<file path="src/rtl/ts_pkg.sv">
package ts_pkg;
  typedef enum logic [1:0] {
    MK_EMPTY = 2'b00,
    MK_AXC   = 2'b01,
    MK_ETH   = 2'b10,
    MK_GEN   = 2'b11
  } msg_kind_e;
endpackage

</file>
<file path="src/rtl/axc_seq_counter.sv">
module axc_seq_counter #(
  parameter int TS_W = 6
) (
  input  logic            clk,
  input  logic            rst_n,
  input  logic            adv,
  input  logic            restart,
  output logic [TS_W-1:0] cur
);
  logic [TS_W-1:0] cnt_q, cnt_d;
  logic            cnt_en;

  always_comb begin
    cur    = restart ? '0 : cnt_q;
    cnt_en = adv | restart;
    cnt_d  = adv ? cur + 1'b1 : '0;
  end

  always_ff @(posedge clk or negedge rst_n) begin
    if (!rst_n)      cnt_q <= '0;
    else if (cnt_en) cnt_q <= cnt_d;
  end
endmodule

</file>
<file path="src/rtl/gen_ext_tracker.sv">
module gen_ext_tracker #(
  parameter int EXT_W = 4
) (
  input  logic             clk,
  input  logic             rst_n,
  input  logic             gen_msg,
  input  logic             sop,
  input  logic             eop,
  input  logic [EXT_W-1:0] ext_in,
  output logic [EXT_W-1:0] ext_use,
  output logic             mismatch
);
  logic             open_q, open_d;
  logic [EXT_W-1:0] held_q, held_d;
  logic             upd_en;

  always_comb begin
    ext_use  = ext_in;
    mismatch = 1'b0;
    open_d   = open_q;
    held_d   = held_q;
    upd_en   = gen_msg;
    if (gen_msg) begin
      if (sop) begin
        held_d = ext_in;
        open_d = !eop;
      end else if (open_q) begin
        ext_use  = held_q;
        mismatch = (ext_in != held_q);
        open_d   = !eop;
      end
    end
  end

  always_ff @(posedge clk or negedge rst_n) begin
    if (!rst_n) begin
      open_q <= 1'b0;
      held_q <= '0;
    end else if (upd_en) begin
      open_q <= open_d;
      held_q <= held_d;
    end
  end
endmodule

</file>
<file path="src/rtl/ts_field_encoder.sv">
module ts_field_encoder
  import ts_pkg::*;
#(
  parameter int TS_W   = 6,
  parameter int ADDR_W = 13,
  localparam int BYTE_W = TS_W - 1,
  localparam int EXT_W  = TS_W - 2
) (
  input  msg_kind_e         kind,
  input  logic              sop,
  input  logic              eop,
  input  logic [TS_W-1:0]   axc_cnt,
  input  logic [BYTE_W-1:0] bytes,
  input  logic [EXT_W-1:0]  ext,
  input  logic [ADDR_W-1:0] addr_in,
  output logic [TS_W-1:0]   ts,
  output logic [ADDR_W-1:0] addr
);
  always_comb begin
    ts   = '0;
    addr = addr_in;
    unique case (kind)
      MK_EMPTY: addr = '1;
      MK_AXC:   ts = axc_cnt;
      MK_ETH: begin
        if (eop)      ts = {1'b1, bytes};
        else if (sop) ts = {1'b1, {BYTE_W{1'b0}}};
        else          ts = '0;
      end
      MK_GEN: begin
        if (eop)      ts = {2'b11, ext};
        else if (sop) ts = {2'b10, ext};
        else          ts = {2'b00, ext};
      end
    endcase
  end
endmodule

</file>
<file path="src/rtl/msg_tstamp_gen.sv">
module msg_tstamp_gen
  import ts_pkg::*;
#(
  parameter int TS_W   = 6,
  parameter int ADDR_W = 13,
  localparam int BYTE_W = TS_W - 1,
  localparam int EXT_W  = TS_W - 2
) (
  input  logic              clk,
  input  logic              rst_n,
  input  logic              msg_vld,
  input  logic [1:0]        msg_type,
  input  logic              pkt_sop,
  input  logic              pkt_eop,
  input  logic [BYTE_W-1:0] eth_bytes,
  input  logic [EXT_W-1:0]  addr_ext,
  input  logic [ADDR_W-1:0] msg_addr,
  input  logic              frame_pulse,
  output logic              out_vld,
  output logic [TS_W-1:0]   ts_out,
  output logic [ADDR_W-1:0] addr_out,
  output logic              ext_err
);
  msg_kind_e         kind;
  logic              axc_adv, gen_msg, mism;
  logic [TS_W-1:0]   axc_cur, ts_d;
  logic [EXT_W-1:0]  ext_use;
  logic [ADDR_W-1:0] addr_d;

  always_comb begin
    kind    = msg_kind_e'(msg_type);
    axc_adv = msg_vld && (kind == MK_AXC);
    gen_msg = msg_vld && (kind == MK_GEN);
  end

  axc_seq_counter #(.TS_W(TS_W)) u_cnt (
    .clk(clk), .rst_n(rst_n), .adv(axc_adv), .restart(frame_pulse), .cur(axc_cur)
  );

  gen_ext_tracker #(.EXT_W(EXT_W)) u_ext (
    .clk(clk), .rst_n(rst_n), .gen_msg(gen_msg), .sop(pkt_sop), .eop(pkt_eop),
    .ext_in(addr_ext), .ext_use(ext_use), .mismatch(mism)
  );

  ts_field_encoder #(.TS_W(TS_W), .ADDR_W(ADDR_W)) u_enc (
    .kind(kind), .sop(pkt_sop), .eop(pkt_eop), .axc_cnt(axc_cur), .bytes(eth_bytes),
    .ext(ext_use), .addr_in(msg_addr), .ts(ts_d), .addr(addr_d)
  );

  always_ff @(posedge clk or negedge rst_n) begin
    if (!rst_n) out_vld <= 1'b0;
    else        out_vld <= msg_vld;
  end

  always_ff @(posedge clk or negedge rst_n) begin
    if (!rst_n) begin
      ts_out   <= '0;
      addr_out <= '0;
      ext_err  <= 1'b0;
    end else if (msg_vld) begin
      ts_out   <= ts_d;
      addr_out <= addr_d;
      ext_err  <= mism;
    end
  end
endmodule

</file>
<file path="config.mk">
export PLATFORM = sky130hd
export DESIGN_NAME = msg_tstamp_gen
export DESIGN_NICKNAME = d
export VERILOG_FILES = /design/src/rtl/ts_pkg.sv /design/src/rtl/axc_seq_counter.sv /design/src/rtl/gen_ext_tracker.sv /design/src/rtl/ts_field_encoder.sv /design/src/rtl/msg_tstamp_gen.sv
export SDC_FILE = /design/constraint.sdc
export NUM_CORES = 1
export LEC_CHECK = 0
export BUFFER_PORTS_ARGS = -buffer_cell sky130_fd_sc_hd__buf_2
export CELL_PAD_IN_SITES_DETAIL_PLACEMENT = 1
export CELL_PAD_IN_SITES_GLOBAL_PLACEMENT = 1
export CORE_MARGIN = 5
export CORE_UTILIZATION = 35
export CTS_CLUSTER_DIAMETER = 150
export DETAILED_ROUTE_END_ITERATION = 12
export PLACE_DENSITY_LB_ADDON = 0.1
export SLEW_MARGIN = 30
export SYNTH_ARGS = -nofsm -noshare
export SYNTH_HDL_FRONTEND = slang
export SYNTH_HIERARCHICAL = 1
export SYNTH_SLANG_ARGS = --single-unit
</file>
<file path="constraint.sdc">
create_clock -name clk -period 3.2 [get_ports clk]
set_input_delay 0.32 -clock clk [delete_from_list [all_inputs] [get_ports clk]]
set_output_delay 0.32 -clock clk [all_outputs]
set_load 0.01 [all_outputs]
</file>
==> impl_metrics.py <==
metrics = {
    "global_route": {
        "grt_pass1_wl_um": 6748,
        "antenna_found_initial": 0,
        "grt_util_all_layers_pct": 14.07,
        "grt_max_degree": 33,
        "grt_overflow": 0,
        "grt_pass1_vias": 1333,
    },
    "clock_tree": {
        "path_clk_slew_ps": 70,
        "post_cts_resized": 0,
        "numCtsBuffers": 5,
        "cts_buffer_depth": 2,
        "hold_buffers": 0,
        "cts_root_buffer": "clkbuf_8",
        "postCtsSetupRepairBufs": 0,
        "clock_sinks": 32,
        "cts_tree": "yes",
        "htree_levels": 2,
        "worstSkewPairLatency_ps": 280,
    },
    "pwr": {
        "p_comb_share_pct": 17.0,
        "swShare_pct": 25.15,
        "clock_power_share_pct": 37.1,
        "p_int_w": 0.0007714,
        "seqPwrFrac_pct": 45.9,
        "powerDensity_nw_per_um2": 507.5,
        "total_leakage_power_nw": 1.006,
        "ir_drop_mv": 0.2569,
        "switching_power_w": 0.0002592,
    },
    "place": {
        "port_buffers": 50,
        "dp.final_hpwl_um": 3014,
        "place.gp.congestion": 0.8303,
        "place_area_um2": 1923,
    },
    "timing": {
        "hold_viol_final": 0,
        "drv_slew": 0,
        "period_share_pct": 54.90,
        "setup-tns-final_ps": 0,
        "rsz0062_at_grt": "no",
        "worst_pin_slew_ps": 736.2,
        "max_freq_ghz": 0.5692,
        "fin_skew_ps": 6.329,
        "finalSetupViolCount": 0,
        "fin_crit_ps": 1757,
        "slew_headroom_pct": 50.92,
    },
    "worst_setup_path": {
        "cp.required_ps": 3370,
        "cp_slowest_cell": "and3_1",
        "crit_path_frequent_cell": "mux2i_1",
        "max_stage_delay_ps": 340,
        "critPathLaunchType": "input pin",
        "cp-end-kind": "flop",
        "path_cells": "buf_2, and3_1, nand3b_4, mux2_4, mux2i_1, mux2i_1, mux2_2",
        "crit_type": "in -> reg",
        "crit_fanout": 15,
        "critPathArrivalTime_ps": 1930,
    },
    "floorplanning": {
        "io_pins": 51,
        "dieArea_um2": 6176,
        "start_util_pct": 35.57,
        "die_h_um": 78.59,
        "core_area_um2": 4629,
        "core.rowCount": 25,
        "die_x_um": 78.59,
    },
    "finish": {
        "fin_nets": 210,
        "fillerInstances": 522,
        "multi_input_area_um2": 797.0,
        "drive_above_1_share_pct": 58.33,
        "design_area_um2": 2031,
        "diodes": 0,
        "regArea_um2": 800.8,
        "area_growth_pct": 23.33,
    },
    "run_status": {
        "status": "finished clean",
    },
    "detailed_routing": {
        "ant_nets": 0,
        "drc": 0,
        "totalWireLength_um": 3947,
        "dr_total_vias": 1177,
        "drt_iter0_drc": 44,
        "vias_per_cell": 5.030,
        "wl_per_cell_um": 16.87,
        "drtPass1Iterations": 2,
    },
    "hold_path": {
        "hp-class": "in -> async",
    },
    "synth": {
        "syn_area_per_cell_um2": 13.07,
        "synth_top_area_cell": "dfrtp_1",
        "synth_area_leaders": "dfrtp_1, mux2_2, mux2i_1",
        "synth_edf_count": 0,
        "yosysMostFrequentCell": "dfrtp_1",
        "ys_types": 28,
        "yosys-top-cells-count": "dfrtp_1, mux2_2, or2_2, mux2i_1, xnor2_1",
        "netlist.area_leader.share_pct": 48.63,
        "seq_area_frac_synth_pct": 48.63,
        "synth_warnings": 6,
        "async_reset_ff_share_pct": 100.0,
        "synth-main-ff-cell": "dfrtp_1",
        "syn_inst": 126,
        "syn_area_um2": 1647,
        "syn_nets": 157,
        "synth_seq_cells": 32,
    },
    "flow_run": {
        "cap_violations": 0,
    },
}
## worst max-delay path: cells and delay by family
kind / cells / cell delay [ps]
mux: 4 / 850
buf+inv: 1 / 270
simple gates: 2 / 500
## power by group through the flow
stage | sequential, W | combinational (W) | clock [W]
3_3_place_gp | 0.000480 | 0.000173 | 0
3_5_place_dp | 0.000482 | 0.000180 | 0
4_1_cts | 0.000475 | 0.000180 | 0.000396
6_report | 0.000473 | 0.000176 | 0.000382
2_1_floorplan | 0.000491 | 0.0000924 | 0
5_1_grt | 0.000480 | 0.000194 | 0.000415
## layout make-up
type / instances / share of cell area [%]
well taps: 54 / 3.327
repair buffers: 51 / 12.69
clock inverters: 2 / 1.725
flip-flops and latches: 32 / 39.43
clock buffers: 6 / 3.574
multi-input cells: 89 / 39.25
## cells in the final DEF, fill, tap and decap left out, types with 2 or more instances in the layout
cell       n
a21oi_1    4
buf_2     50
clkbuf_8   5
dfrtp_1   32
mux2_2    26
mux2_4     4
mux2i_1    8
nand3_1    4
nor2_1     2
nor2_2     2
nor2b_1    4
or2_1      2
or2_2     11
xnor2_1    6
xor2_1     3
## registers in the layout, summed over array words and instances, names as in the netlist
signal	count
u_ext/open_q	1
u_ext/held_q	4
u_cnt/cnt_q	6
ts_out	6
ext_err	1
out_vld	1
addr_out	13
## worst paths after layout
| check | slack, ps | start | end | cells after the start |
|---|---|---|---|---|
| setup / recovery | 1440 | msg_type[1] | ts_out[0] | 7 |
| hold / removal | 100 | rst_n | addr_out[9] | 1 |
| setup reg to reg | 1720 | u_ext/open_q | ts_out[0] | 5 |
| hold reg to reg | 500 | ts_out[2] | ts_out[2] | 1 |
| max in group asynchronous | 2630 | rst_n | out_vld | 1 |
| min in group clk | 310 | frame_pulse | u_cnt/cnt_q[3] | 2 |
## metal layers
layer  global-route usage, %  vias to the layer above  part of all wire [%]
met5                       0                        -                     0
met4                   3.671                        0                  0.61
met3                   4.587                        2                   6.1
met2                   24.36                       30                    51
met1                   16.67                      595                    42
li1                        -                      550                     -
## metrics by stage
step           hold WS (ps)  instances  setup WS, ps  utilization (%)  total power [W]
4_1_cts               123.9        234          1450            43.86         0.001051
3_3_place_gp          411.8        226          1212            41.54        0.0006524
5_1_grt               159.5        234          1338            43.86         0.001089
3_5_place_dp          434.3        226          1155            41.54        0.0006615
6_report              96.03        234          1443            43.86         0.001031
2_1_floorplan         24.41        126          1503                -        0.0005832
## cell families after synthesis
logic type,count (synthesis),synth area share (%)
adders and majority gates,1,0.7598
DFF,32,48.63
buffers and inverters,5,2.963
and+or+nand+nor,35,14.21
AOI/OAI and AO/OA,6,2.356
muxes,38,26.29
xor gates and xnor gates,9,4.788
(Power assumes the default switching activity.)
